$ cat src/rtl/hreq_pkg.sv
package hreq_pkg;
  localparam int BIT_TXEN = 0;
  localparam int BIT_RXEN = 1;
  localparam int BIT_JNEN = 2;
  localparam int BIT_HF0  = 8;
  localparam int BIT_HF1  = 9;
  localparam int BIT_HF2  = 10;
  localparam int BIT_HF3  = 11;
  localparam int BIT_DMAM = 12;
  localparam int STAT_HF0 = 3;
  localparam int STAT_HF1 = 4;
  localparam int NUM_EN   = 3;

  typedef enum logic [1:0] {
    DIR_NONE    = 2'b00,
    DIR_DSP2MEM = 2'b01,
    DIR_MEM2DSP = 2'b10
  } dma_dir_e;

  typedef struct packed {
    logic       dma_mode;
    logic [1:0] hf_dsp;
    logic [1:0] hf_host;
    logic [NUM_EN-1:0] en;
  } ctrl_s;
endpackage

$ cat src/rtl/hreq_ctrl_reg.sv
module hreq_ctrl_reg
  import hreq_pkg::*;
(
  input  logic       clk,
  input  logic       rst_n,
  input  logic       sw_rst,
  input  logic       host_wr_en,
  input  logic [NUM_EN-1:0] host_en_d,
  input  logic [1:0] host_hf_d,
  input  logic       host_dma_d,
  input  logic       dsp_wr_en,
  input  logic [1:0] dsp_hf_d,
  output ctrl_s      ctrl_q
);
  ctrl_s ctrl_d;
  logic  ctrl_ce;

  always_comb begin
    ctrl_d  = ctrl_q;
    ctrl_ce = sw_rst | host_wr_en | dsp_wr_en;
    if (sw_rst) begin
      ctrl_d = '0;
    end else begin
      if (host_wr_en) begin
        ctrl_d.en       = host_en_d;
        ctrl_d.hf_host  = host_hf_d;
        ctrl_d.dma_mode = host_dma_d;
      end
      if (dsp_wr_en) begin
        ctrl_d.hf_dsp = dsp_hf_d;
      end
    end
  end

  always_ff @(posedge clk or negedge rst_n) begin
    if (!rst_n) begin
      ctrl_q <= '0;
    end else if (ctrl_ce) begin
      ctrl_q <= ctrl_d;
    end
  end
endmodule

$ cat src/rtl/hreq_req_logic.sv
module hreq_req_logic
  import hreq_pkg::*;
(
  input  logic       dma_mode,
  input  logic [NUM_EN-1:0] en,
  input  logic       rx_full,
  input  logic       htx_full,
  input  logic       tx_empty,
  input  logic       hrx_empty,
  output logic       req,
  output dma_dir_e   dir
);
  logic tx_en, rx_en, jn_en;
  logic rx_side, tx_side;

  assign tx_en   = en[BIT_TXEN];
  assign rx_en   = en[BIT_RXEN];
  assign jn_en   = en[BIT_JNEN];
  assign rx_side = rx_full | htx_full;
  assign tx_side = tx_empty | hrx_empty;

  always_comb begin
    req = 1'b0;
    dir = DIR_NONE;
    if (dma_mode) begin
      unique case ({tx_en, rx_en, jn_en})
        3'b010: begin
          req = rx_full;
          dir = DIR_DSP2MEM;
        end
        3'b100: begin
          req = tx_empty;
          dir = DIR_MEM2DSP;
        end
        default: begin
          req = 1'b0;
          dir = DIR_NONE;
        end
      endcase
    end else if (!jn_en) begin
      req = (rx_en & rx_side) | (tx_en & tx_side);
    end else if (!rx_en) begin
      req = tx_empty & hrx_empty;
    end else begin
      req = rx_side | tx_side;
    end
  end
endmodule

$ cat src/rtl/hreq_pin.sv
module hreq_pin (
  input  logic clk,
  input  logic rst_n,
  input  logic sw_rst,
  input  logic req,
  output logic req_n
);
  logic pin_d;

  always_comb begin
    pin_d = sw_rst ? 1'b1 : ~req;
  end

  always_ff @(posedge clk or negedge rst_n) begin
    if (!rst_n) begin
      req_n <= 1'b1;
    end else begin
      req_n <= pin_d;
    end
  end
endmodule

$ cat src/rtl/hostreq_ctl.sv
module hostreq_ctl
  import hreq_pkg::*;
#(
  parameter int CTRL_W = 16,
  parameter int STAT_W = 8
) (
  input  logic              clk,
  input  logic              rst_n,
  input  logic              sw_rst,
  input  logic              host_wr_en,
  input  logic [CTRL_W-1:0] host_wr_data,
  input  logic              dsp_flag_wr_en,
  input  logic [1:0]        dsp_flag_wr_data,
  input  logic              rx_full,
  input  logic              htx_full,
  input  logic              tx_empty,
  input  logic              hrx_empty,
  output logic [CTRL_W-1:0] host_ctrl_q,
  output logic [STAT_W-1:0] dsp_status_q,
  output logic              req_flag,
  output logic              req_n,
  output logic [1:0]        dma_dir
);
  localparam int EN_LSB = BIT_TXEN;
  localparam int EN_MSB = BIT_TXEN + NUM_EN - 1;

  ctrl_s    ctrl_q;
  dma_dir_e dir_w;

  hreq_ctrl_reg u_ctrl (
    .clk        (clk),
    .rst_n      (rst_n),
    .sw_rst     (sw_rst),
    .host_wr_en (host_wr_en),
    .host_en_d  (host_wr_data[EN_MSB:EN_LSB]),
    .host_hf_d  (host_wr_data[BIT_HF1:BIT_HF0]),
    .host_dma_d (host_wr_data[BIT_DMAM]),
    .dsp_wr_en  (dsp_flag_wr_en),
    .dsp_hf_d   (dsp_flag_wr_data),
    .ctrl_q     (ctrl_q)
  );

  hreq_req_logic u_req (
    .dma_mode  (ctrl_q.dma_mode),
    .en        (ctrl_q.en),
    .rx_full   (rx_full),
    .htx_full  (htx_full),
    .tx_empty  (tx_empty),
    .hrx_empty (hrx_empty),
    .req       (req_flag),
    .dir       (dir_w)
  );

  hreq_pin u_pin (
    .clk    (clk),
    .rst_n  (rst_n),
    .sw_rst (sw_rst),
    .req    (req_flag),
    .req_n  (req_n)
  );

  assign dma_dir = dir_w;

  // Host-side readback: place each field at its bit, zero elsewhere
  for (genvar i = 0; i < CTRL_W; i++) begin : g_ctrl_rd
    if (i >= EN_LSB && i <= EN_MSB) begin : g_en
      assign host_ctrl_q[i] = ctrl_q.en[i-EN_LSB];
    end else if (i == BIT_HF0 || i == BIT_HF1) begin : g_hh
      assign host_ctrl_q[i] = ctrl_q.hf_host[i-BIT_HF0];
    end else if (i == BIT_HF2 || i == BIT_HF3) begin : g_hd
      assign host_ctrl_q[i] = ctrl_q.hf_dsp[i-BIT_HF2];
    end else if (i == BIT_DMAM) begin : g_dm
      assign host_ctrl_q[i] = ctrl_q.dma_mode;
    end else begin : g_zero
      assign host_ctrl_q[i] = 1'b0;
    end
  end

  // DSP-side status: host flags at their status positions
  for (genvar j = 0; j < STAT_W; j++) begin : g_stat
    if (j == STAT_HF0 || j == STAT_HF1) begin : g_hf
      assign dsp_status_q[j] = ctrl_q.hf_host[j-STAT_HF0];
    end else begin : g_zero
      assign dsp_status_q[j] = 1'b0;
    end
  end
endmodule

$ cat config.mk
export PLATFORM = sky130hd
export DESIGN_NAME = hostreq_ctl
export DESIGN_NICKNAME = d
export VERILOG_FILES = /design/src/rtl/hreq_pkg.sv /design/src/rtl/hreq_ctrl_reg.sv /design/src/rtl/hreq_req_logic.sv /design/src/rtl/hreq_pin.sv /design/src/rtl/hostreq_ctl.sv
export SDC_FILE = /design/constraint.sdc
export NUM_CORES = 1
export LEC_CHECK = 0
export ABC_CLOCK_PERIOD_IN_PS = 1100
export BUFFER_PORTS_ARGS = -buffer_cell sky130_fd_sc_hd__buf_2
export CAP_MARGIN = 0
export CORE_UTILIZATION = 35
export CTS_CLUSTER_DIAMETER = 150
export DETAILED_ROUTE_END_ITERATION = 7
export PLACE_DENSITY = 0.77
export REMOVE_ABC_BUFFERS = 1
export SYNTH_ARGS = -nofsm -noshare
export SYNTH_HDL_FRONTEND = slang
export SYNTH_SLANG_ARGS = --single-unit
$ cat constraint.sdc
create_clock -name clk -period 1.1 [get_ports clk]
set_input_delay 0.11 -clock clk [delete_from_list [all_inputs] [get_ports clk]]
set_output_delay 0.11 -clock clk [all_outputs]
set_load 0.02 [all_outputs]
# After elaboration in Yosys (flattened, before gate mapping)
# Index checks and enable logic that the tools add are counted.
classes:
  n_eq_ne: 2
  mux: 11
  bitwise: 10
  reduce_logical: 4
ops:
  columns: ["operator", "count"]
  rows:
  - ["two-way mux 8 bit", 1]
  - ["OR 1 bit", 6]
  - ["two-way mux 1 bit", 5]
  - ["two-way mux 5 bit", 1]
  - ["two-way mux 2 bit", 2]
  - ["one-hot mux 2 bit (2 select lines)", 1]
  - ["AND reduction 2 bit", 2]
  - ["nonzero test 2 bit", 2]
  - ["bitwise AND 1 bit", 3]
  - ["== test 3 x 2 -> 1 bit (second input constant)", 1]
  - ["== test 3 bit (second input constant)", 1]
  - ["one-hot mux 1 bit (2 select lines)", 1]
  - ["NOT 1 bit", 1]
totals:
  register_bits: 9
  input_bits: 27
  out_inout_bits: 28
  word_cells: 32

# Depth between registers and ports, before layout
# Gate-level depths: netlist of run 1.
logic_depth:
  ltp_word: 7
  ltp_mapped: 3

# By module
# Synthesis of run 1 repeated with hierarchy kept, for this count alone.
unflattened:
  hier_cells: 57
  area_unflattened_um2: 569.3
by_module_without_submodules:
  columns: ["mod", "instances", "cells_each", "area_each_um2"]
  rows:
  - ["hreq_ctrl_reg", 1, 26, 326.6]
  - ["hostreq_ctl", 1, 17, 123.9]
  - ["hreq_req_logic", 1, 12, 86.3]
  - ["hreq_pin", 1, 2, 32.5]

# Worst setup path before layout of run 1
# No wires, ideal clock.
synth_timing:
  kind: "register to output"
  start: "reg u_ctrl.ctrl_q[0] (netlist name)"
  end: "out dma_dir[0]"
  t_arrival_ps: 1246
  setup_slack_ps: -256
  stages_incl_launch_ff: 2
  n_path_buf: 0
  cell_sequence: "dfrtp_1 -> nor4bb_1"
synth_via:
  elab_chain_cells: 3
  elab_cells_between_ends: 4
synth_lines:
  columns: ["element", "line", "text"]
  rows:
  - ["== test 3 bit / == test 3 x 2 -> 1 bit (equally long branches)", "hreq_req_logic.sv:26", "unique case ({tx_en, rx_en, jn_en})"]
  - ["one-hot mux 2 bit (2 select lines) (*)", "hreq_req_logic.sv:26", null]
  - ["two-way mux 2 bit (*)", "hreq_req_logic.sv:25", "if (dma_mode) begin"]
  - ["to (decl)", "hostreq_ctl.sv:22", "output logic [1:0] dma_dir"]
# Every way passes the cells marked *; elsewhere a longest branch is shown, timed or not.

# Worst setup path after layout of run 1
layout_timing:
  start: "reg u_ctrl.ctrl_q[2] (netlist name)"
  end: "out req_flag"
layout_via:
  elab_chain_cells: 3
  elab_cells_between_ends: 5
layout_lines:
  columns: ["element", "line", "text"]
  rows:
  - ["== test 3 bit / == test 3 x 2 -> 1 bit (equally long branches)", "hreq_req_logic.sv:26", null]
  - ["one-hot mux 1 bit (2 select lines)", "hreq_req_logic.sv:26", null]
  - ["two-way mux 1 bit (*)", "hreq_req_logic.sv:25", null]
  - ["to (decl)", "hostreq_ctl.sv:20", "output logic req_flag,"]
# Marks and branches as above.

==> results of run 1 <==
-- sequential cells by signal, summed over array words and instances (netlist names) --
name,cells
u_ctrl.ctrl_q,8
u_pin.req_n,1
-- power by group through the flow --
stage	clock, mW	sequential, mW	combinational [mW]
2_1_floorplan	0	0.408	0.0995
3_3_place_gp	0	0.375	0.228
3_5_place_dp	0	0.376	0.232
4_1_cts	0.258	0.371	0.243
5_1_grt	0.280	0.375	0.266
6_report	0.245	0.372	0.245
-- how the worst max path moves through the flow --
stage               depth (start not counted)         end
detailed placement                          4    req_flag
finish                                      4    req_flag
global placement                            4    req_flag
global route                                4    req_flag
CTS                                         4    req_flag
floorplan                                   1  dma_dir[0]
-- area by class of cell --
class / count / area [um^2]
Inverter: 2 / 7.51
Sequential cell: 9 / 229
Fill cell: 154 / 759
Tap cell: 16 / 20.0
Timing Repair Buffer: 37 / 224
Multi-Input combinational cell: 42 / 258
Clock buffer: 4 / 26.3
-- tightest hold or removal path, cell delays in order --
cell and delay, ns:
buf_2 0.07, mux2i_1 0.05, nor2_1 0.07
-- per-layer routing --
| metal | vias up | part of all wire | GRT usage | wire length [um] |
|---|---|---|---|---|
| met2 | 22 | 0.54 | 0.218 | 626 |
| met4 | 0 | 0 | 0.0188 | 0 |
| li1 | 240 | - | - | - |
| met3 | 0 | 0.076 | 0.0681 | 87 |
| met1 | 225 | 0.38 | 0.150 | 437 |
| met5 | - | 0 | 0 | 0 |
-- logic make-up after synthesis --
| group | count (synthesis) | synth area share |
|---|---|---|
| buf+inv | 21 | 0.248 |
| simple gates | 15 | 0.136 |
| flops | 9 | 0.391 |
| mux | 8 | 0.138 |
| compound gates | 5 | 0.0799 |
| other cells | 1 | 0.00647 |
-- metrics by stage --
step / instance area [um^2] / hold WS (ns)
2_1_floorplan: 492 / -0.186
3_3_place_gp: 699 / -0.0368
3_5_place_dp: 699 / -0.0277
4_1_cts: 757 / 0.0921
5_1_grt: 764 / 0.110
6_report: 764 / 0.0994
-- timing repair --
action / CTS / global route
gates resized for setup: 5 / 3
endpoints found under the hold margin: 9 / 0
pin swaps: 3 / 0
hold buffers: 1 / 0
endpoints found under the setup margin: 4 / 7
buffers inserted: 1 / 0
-- placed cells by master (no fill, tap or decap), types with 2 or more instances in the layout --
cell	instances
buf_2	27
buf_4	6
buf_6	3
clkbuf_4	3
conb_1	14
dfrtp_1	6
dfrtp_2	2
inv_1	2
mux2i_1	8
nand2_1	2
nor2_1	10
==> results.md, run 1 <==
- Run status: finished, violations left
- Failing checks: setup timing
- Asr flop ratio synth: 1.00
- Final nets: 122
- Avg Inst Size Synth: 9.82 um^2
- P_leak: 0.434 nW
- CP max stage cell: dfrtp_2
- Critical-path cell list: nand4bb_1, o311ai_2, o31a_1, buf_4
- Worst r2r dst: u_pin.req_n$_DFF_PN1_
- Setup CP Type: flop to output pin
- Congestion Overflow GR: 0
- Worst r2r path cells: 4
- Clk sinks: 9
- Initial antenna violation count: 0
- Net Sw Frac: 0.313
- Gp weighted congestion: 0.789
- Worst path buffer plus inverter count: 1
- Num CTS Buffers: 3
- Post-synth EDFFs: 0
- Die X: 42.7 um
- Die Height: 42.7 um
- RSZ-0062 raised after global routing: true
- Hold depth: 3
- HPWL after DPL: 862 um
- Clk pwr share: 0.284
- Worst Path Arrival: 1.32 ns
- Post-synth top flop: dfrtp_1
- Synth Instances: 59
- Routed Antenna Nets: 0
- Net switching power figure: 0.270 mW
- Sequential Power Share: 0.432
- DRT Wirelength: 1150 um
- Post-synthesis register bit count: 9
- CP delay by family, top: flip-flops
- Final worst path period need: 1.43 ns
- DRC: 0
- First-pass GRT wire length: 1750 um
- Most common cell in the synthesized netlist: buf_4
- Max Freq: 701 MHz
- Top cell type's share of synthesized area: 0.346
- Final clock skew: 0.00463 ns
- CTS Buffer Depth: 2
- Synth cell count leaders: buf_4, nor2_1, dfrtp_1, mux2i_1
- # diodes: 0
- Port bufs: 30
- Setup crit start: u_ctrl.ctrl_q[2]$_DFFE_PN0P_
- Pre-CTS setup slack: -0.0912 ns
- Synth-to-layout area growth: 32.0%
- Final Non-Filler Cells: 110
- Fin util: 0.502
- Pwr Total: 0.862 mW
- Initial Util: 0.380
- Vias per cell: 4.43
- Largest net degree at the start of global routing: 10
- Worst path required time: 0.99 ns
- Std-Cell Rows: 14
- DR WL/cell: 10.5 um
- Share of layout cells above drive strength 1: 0.468
- CP Capture Type: output pin
- Min-Delay Path Class: primary input to flop
- Die area: 1820 um^2
- Gate power share: 0.284
- Vias in the first global route: 424
- CP Launch Type: flop
- Yosys warning total: 0
- Synth area leaders: dfrtp_1, buf_4, mux2i_1
- Hold_sp: host_wr_data[1]
- Final count of hold timing violations: 0
- All-Layer GR Usage: 0.130
- Setup TNS: -0.866 ns
- CTS H-tree lvls: 1
- Distinct cells, synth: 18
- Sequential share of the synthesized area: 0.391
- IO Pins: 55
- Worst-path clk slew: 0.05 ns
- Max incr delay on CP: 0.44 ns
- Worst VDD drop: 0.765 mV
- Total of max-cap violations: 0
- Root Buffer: clkbuf_4
- PnR worst setup slack: -0.326 ns
- Crit Path Max Fanout: 6
- 1st-iter DRT viols: 5
- Final Max Tran Viols: 0
- FF-to-FF Start: u_ctrl.ctrl_q[0]$_DFFE_PN0P_
- CTS tree: yes
- Synthesized area: 579 um^2
- Placed cell count: 104
- DR vias: 487
- Design internal power: 0.592 mW
- Area leader, netlist: dfrtp_1
- P per Cell Area: 1130 nW/um^2
- Hold endpoint: u_ctrl.ctrl_q[1]$_DFFE_PN0P_
- R2r setup slk: -0.02 ns
- Core area: 1520 um^2
- Drt pass-1 iters: 2
- Period utilisation layout: 1.30
- Skew-Pair Late Insertion Delay: 0.25 ns
- Final setup violating endpoints: 4
No activity file was read; power rests on OpenSTA's default activity.
==> run 2, diff against run 1 <==
--- a/config.mk
+++ b/config.mk
@@ -11,6 +11,7 @@
 export CORE_UTILIZATION = 35
 export CTS_CLUSTER_DIAMETER = 150
 export DETAILED_ROUTE_END_ITERATION = 7
+export MAX_ROUTING_LAYER = met4
 export PLACE_DENSITY = 0.77
 export REMOVE_ABC_BUFFERS = 1
 export SYNTH_ARGS = -nofsm -noshare
==> run 2 against run 1 <==
- the run still ends with setup timing left
- combinational power barely moved
- maximum frequency about the same
- routed wire length is essentially flat
- critical endpoint unchanged
- clock skew is essentially flat
- count of clock-buffer cells in the layout unchanged
- sequential share of layout area stayed put
- worst setup slack about the same
- design area stayed put
- clock power barely moved
- first-iteration DRC count unchanged
==> results.md, run 2 (synthesized netlist as in run 1, its figures left out) <==
- Core area: 1520 um^2
- Share of layout cells above drive strength 1: 0.468
- CTS Buffer Depth: 2
- CTS tree: yes
- DRT Wirelength: 1150 um
- P per Cell Area: 1130 nW/um^2
- Net Sw Frac: 0.313
- Worst r2r dst: u_pin.req_n$_DFF_PN1_
- First-pass GRT wire length: 1750 um
- Gate power share: 0.284
- Max FFs per register: 8
- Crit Path Max Fanout: 6
- Final worst path period need: 1.43 ns
- IO Pins: 55
- Skew-Pair Late Insertion Delay: 0.25 ns
- Failing checks: setup timing
- Run status: finished, violations left
- RSZ-0062 raised after global routing: true
- Net switching power figure: 0.270 mW
- Setup CP Type: flop to output pin
- Final setup violating endpoints: 4
- All-Layer GR Usage: 0.134
- Design internal power: 0.592 mW
- Commonest non-fill, non-tap cell in the layout: buf_2
- Worst-path clk slew: 0.05 ns
- DR vias: 489
- Root Buffer: clkbuf_4
- Std-Cell Rows: 14
- Initial antenna violation count: 0
- Hold depth: 3
- Routed Antenna Nets: 0
- Final clock skew: 0.00463 ns
- Multi-input logic area: 258 um^2
- Worst VDD drop: 0.765 mV
- Filler cell count: 154
- Pre-CTS setup slack: -0.0912 ns
- Hold endpoint: u_ctrl.ctrl_q[1]$_DFFE_PN0P_
- Min-Delay Path Class: primary input to flop
- Die X: 42.7 um
- Synth-to-layout area growth: 32.0%
- PnR worst setup slack: -0.326 ns
- Max incr delay on CP: 0.44 ns
- CP Capture Type: output pin
- 1st-iter DRT viols: 5
- R2r setup slk: -0.02 ns
- Gp weighted congestion: 0.800
- Final Non-Filler Cells: 110
- Final Max Tran Viols: 0
- WHS: 0.0992 ns
- FF-to-FF Start: u_ctrl.ctrl_q[0]$_DFFE_PN0P_
- HPWL after DPL: 862 um
- Sequential Power Share: 0.432
- CP Launch Type: flop
- Vias per cell: 4.45
- Hold_sp: host_wr_data[1]
- Worst path required time: 0.99 ns
- Register area: 229 um^2
- P_leak: 0.434 nW
- Worst r2r path cells: 4
- DR WL/cell: 10.5 um
- Setup TNS: -0.867 ns
- Die area: 1820 um^2
- Critical-path cell list: nand4bb_1, o311ai_2, o31a_1, buf_4
- Clk sinks: 9
- Final nets: 122
- Period utilisation layout: 1.30
- Port bufs: 30
- # diodes: 0
- CP max stage cell: dfrtp_2
- CTS H-tree lvls: 1
- Num CTS Buffers: 3
- Leading cell types in the layout, fill and taps excluded: buf_2, conb_1, nor2_1
- Congestion Overflow GR: 0
- Total of max-cap violations: 0
- Die Height: 42.7 um
- Largest net degree at the start of global routing: 10
- Vias in the first global route: 423
- Max Freq: 701 MHz
- DRC: 0
- Largest regs: u_ctrl.ctrl_q: 8 flops, u_pin.req_n: 1 flops
- Initial Util: 0.380
- Top reg by flops: u_ctrl.ctrl_q
- Drt pass-1 iters: 2
- Clk pwr share: 0.285
- Placed cell count: 104
- Final count of hold timing violations: 0
- Worst Path Arrival: 1.32 ns
run 2: worst max path at each step:
stage               cells past startpoint         end  slack [ns]                         start
floorplan                               1  dma_dir[0]       -0.29  u_ctrl.ctrl_q[7]$_DFFE_PN0P_
global placement                        4    req_flag       -0.08  u_ctrl.ctrl_q[2]$_DFFE_PN0P_
detailed placement                      4    req_flag       -0.09  u_ctrl.ctrl_q[2]$_DFFE_PN0P_
CTS                                     4    req_flag       -0.34  u_ctrl.ctrl_q[2]$_DFFE_PN0P_
global route                            4    req_flag       -0.41  u_ctrl.ctrl_q[2]$_DFFE_PN0P_
finish                                  4    req_flag       -0.33  u_ctrl.ctrl_q[2]$_DFFE_PN0P_
run 2: power by group through the flow:
stage | registers (mW) | clock network [mW] | logic, mW
after floorplan | 0.408 | 0 | 0.0995
after global placement | 0.375 | 0 | 0.228
after detailed placement | 0.376 | 0 | 0.232
after CTS | 0.371 | 0.258 | 0.243
after global routing | 0.375 | 0.280 | 0.266
final | 0.372 | 0.245 | 0.245
run 2: repair_timing:
action	4_1_cts	5_1_grt
setup endpoints to repair	4	7
buffers inserted	1	0
resized for setup	5	3
hold endpoints to repair	9	0
hold buffers	1	0
pin swaps	3	0
run 2: layout make-up:
type,instances,share of cell area
clock buffer,4,0.0344
inverter,2,0.00982
multi-input combinational,42,0.337
sequential,9,0.300
tap,16,0.0262
timing repair buffer,37,0.293
run 2: stage by stage:
stage / cell area, um^2 / utilization / power [mW]
floorplan: 492 / - / 0.508
global placement: 699 / 0.459 / 0.603
detailed placement: 699 / 0.459 / 0.608
CTS: 757 / 0.497 / 0.872
global route: 764 / 0.502 / 0.920
finish: 764 / 0.502 / 0.863
run 2: critical path: cells and delay by family, from the launching register on:
kind                   cells  cell delay [ns]
AOI/OAI and AO/OA          2             0.29
buffers and inverters      1             0.13
DFF                        1             0.44
and+or+nand+nor            1             0.20
run 2: per-layer routing:
layer	vias to the layer above	track usage	wire length (um)
li1	240	-	-
met1	225	0.150	439
met2	22	0.218	626
met3	2	0.0681	82
met4	0	0.0188	4
met5	-	-	0
==> run 3, diff against run 2 <==
--- a/config.mk
+++ b/config.mk
@@ -10,10 +10,13 @@
 export CAP_MARGIN = 0
 export CORE_UTILIZATION = 35
 export CTS_CLUSTER_DIAMETER = 150
+export CTS_CLUSTER_SIZE = 28
 export DETAILED_ROUTE_END_ITERATION = 7
 export MAX_ROUTING_LAYER = met4
 export PLACE_DENSITY = 0.77
 export REMOVE_ABC_BUFFERS = 1
+export SKIP_LAST_GASP = 1
 export SYNTH_ARGS = -nofsm -noshare
 export SYNTH_HDL_FRONTEND = slang
 export SYNTH_SLANG_ARGS = --single-unit
+export TNS_END_PERCENT = 30
==> run 3 against run 2 <==
- clock power about the same
- worst setup slack improved by 0.0020 ns
- sequential cell count unchanged
- maximum frequency increased by 0.14%
- the flow still finishes with violations (setup timing)
- utilization decreased by 1.6 points
- first-iteration DRC count decreased by 40%
- sequential power about the same
- count of clock-buffer cells in the layout unchanged
==> results.md, run 3 (synthesized netlist as in run 1, its figures left out) <==
- Max incr delay on CP: 0.42 ns
- Worst Path Arrival: 1.31 ns
- First-pass GRT wire length: 1700 um
- Final Max Tran Viols: 0
- PnR worst setup slack: -0.324 ns
- Setup CP Type: flop to output pin
- DR vias: 478
- Leading cell types in the layout, fill and taps excluded: buf_2, conb_1, nor2_1
- Final nets: 121
- IO Pins: 55
- CP Launch Type: flop
- Root Buffer: clkbuf_4
- RSZ-0062 raised after global routing: true
- Port bufs: 30
- Critical-path cell list: o22ai_1, a31oi_1, o31a_1, buf_4
- CTS Buffer Depth: 2
- Top reg by flops: u_ctrl.ctrl_q
- Final count of hold timing violations: 0
- Die Height: 42.7 um
- Final clock skew: 0.00601 ns
- Num CTS Buffers: 3
- # Post-CTS Setup Buffers: 0
- Final worst path period need: 1.42 ns
- FF-to-FF Start: u_ctrl.ctrl_q[0]$_DFFE_PN0P_
- Vias per cell: 4.39
- Routed Antenna Nets: 0
- Drt pass-1 iters: 2
- Placed cell areas: 699 um^2
- Max FFs per register: 8
- Pwr Total: 0.854 mW
- Fin area: 739 um^2
- Pre-CTS setup slack: -0.0912 ns
- Commonest non-fill, non-tap cell in the layout: buf_2
- Crit Path Max Fanout: 4
- # diodes: 0
- Largest regs: u_ctrl.ctrl_q: 8 flops, u_pin.req_n: 1 flops
- Final setup violating endpoints: 4
- Vias in the first global route: 412
- Synth-to-layout area growth: 27.6%
- HPWL after DPL: 862 um
- Hold_sp: host_wr_data[1]
- P per Cell Area: 1160 nW/um^2
- Core area: 1520 um^2
- Period utilisation layout: 1.29
- Failing checks: setup timing
- CP Capture Type: output pin
- DRT Wirelength: 1080 um
- Share of layout cells above drive strength 1: 0.452
- Std-Cell Rows: 14
- Max Freq: 702 MHz
- Largest net degree at the start of global routing: 10
- Hold depth: 3
- CP max stage cell: dfrtp_1
- WHS: 0.100 ns
- All-Layer GR Usage: 0.129
- P_leak: 0.428 nW
- CTS H-tree lvls: 1
- Run status: finished, violations left
- Hold endpoint: u_ctrl.ctrl_q[1]$_DFFE_PN0P_
- Initial Util: 0.380
- Die area: 1820 um^2
- Worst path required time: 0.99 ns
- Worst r2r path cells: 4
- CTS tree: yes
- Congestion Overflow GR: 0
- Die X: 42.7 um
- Skew-Pair Late Insertion Delay: 0.26 ns
- DRC: 0
- Worst VDD drop: 0.695 mV
- 1st-iter DRT viols: 3
- Worst-path clk slew: 0.05 ns
- Min-Delay Path Class: primary input to flop
- Gp weighted congestion: 0.800
- DR WL/cell: 9.90 um
- Setup TNS: -0.900 ns
- Worst r2r dst: u_pin.req_n$_DFF_PN1_
- Initial antenna violation count: 0
- Clk sinks: 9
- R2r setup slk: -0.02 ns
- Total of max-cap violations: 0
run 3: cell count changes in the layout (fill, tap and decap cells not counted), sizes merged:
cell  change
buf       -1
run 3: metrics by stage:
step	cells	util
floorplan	53	-
finish	109	0.485
detailed placement	104	0.459
global placement	104	0.459
CTS	109	0.484
global route	109	0.485
run 3: layout make-up:
class                      count  area [um^2]
tap                           16         20.0
sequential                     9          228
multi-input combinational     42          258
timing repair buffer          36          200
clock buffer                   4         26.3
inverter                       2         7.51
fill                         153          785
run 3: worst max-delay path by stage:
| stage | startpoint | to | cells past startpoint |
|---|---|---|---|
| after floorplan | u_ctrl.ctrl_q[7]$_DFFE_PN0P_ | dma_dir[0] | 1 |
| after global routing | u_ctrl.ctrl_q[0]$_DFFE_PN0P_ | req_flag | 4 |
| after global placement | u_ctrl.ctrl_q[2]$_DFFE_PN0P_ | req_flag | 4 |
| after CTS | u_ctrl.ctrl_q[2]$_DFFE_PN0P_ | req_flag | 4 |
| final | u_ctrl.ctrl_q[0]$_DFFE_PN0P_ | req_flag | 4 |
| after detailed placement | u_ctrl.ctrl_q[2]$_DFFE_PN0P_ | req_flag | 4 |
run 3: what timing repair did:
action | in CTS | in global routing
endpoints found under the hold margin | 9 | 0
hold buffers | 1 | 0
setup endpoints to repair | 4 | 7
gates resized for setup | 1 | 1
pin swaps | 1 | 0
run 3: worst max-delay path: cells and delay by family, from the launching register on:
family                 cells  cell delay [ns]
buffers and inverters      1             0.15
AOI/OAI and AO/OA          3             0.49
DFF                        1             0.42
run 3: routing by layer:
metal	vias up	track usage	share of wire
met5	-	-	0
met4	0	0.0188	0.0037
met3	2	0.0681	0.075
met2	22	0.200	0.51
met1	217	0.153	0.41
li1	237	-	-
run 3: report_power, final:
part,internal [mW],leakage [nW],switching [mW],total [mW]
Combinational,0.0922,0.298,0.145,0.237
Sequential,0.354,0.115,0.0170,0.371
Clock,0.139,0.0150,0.108,0.247
Total,0.585,0.428,0.269,0.854
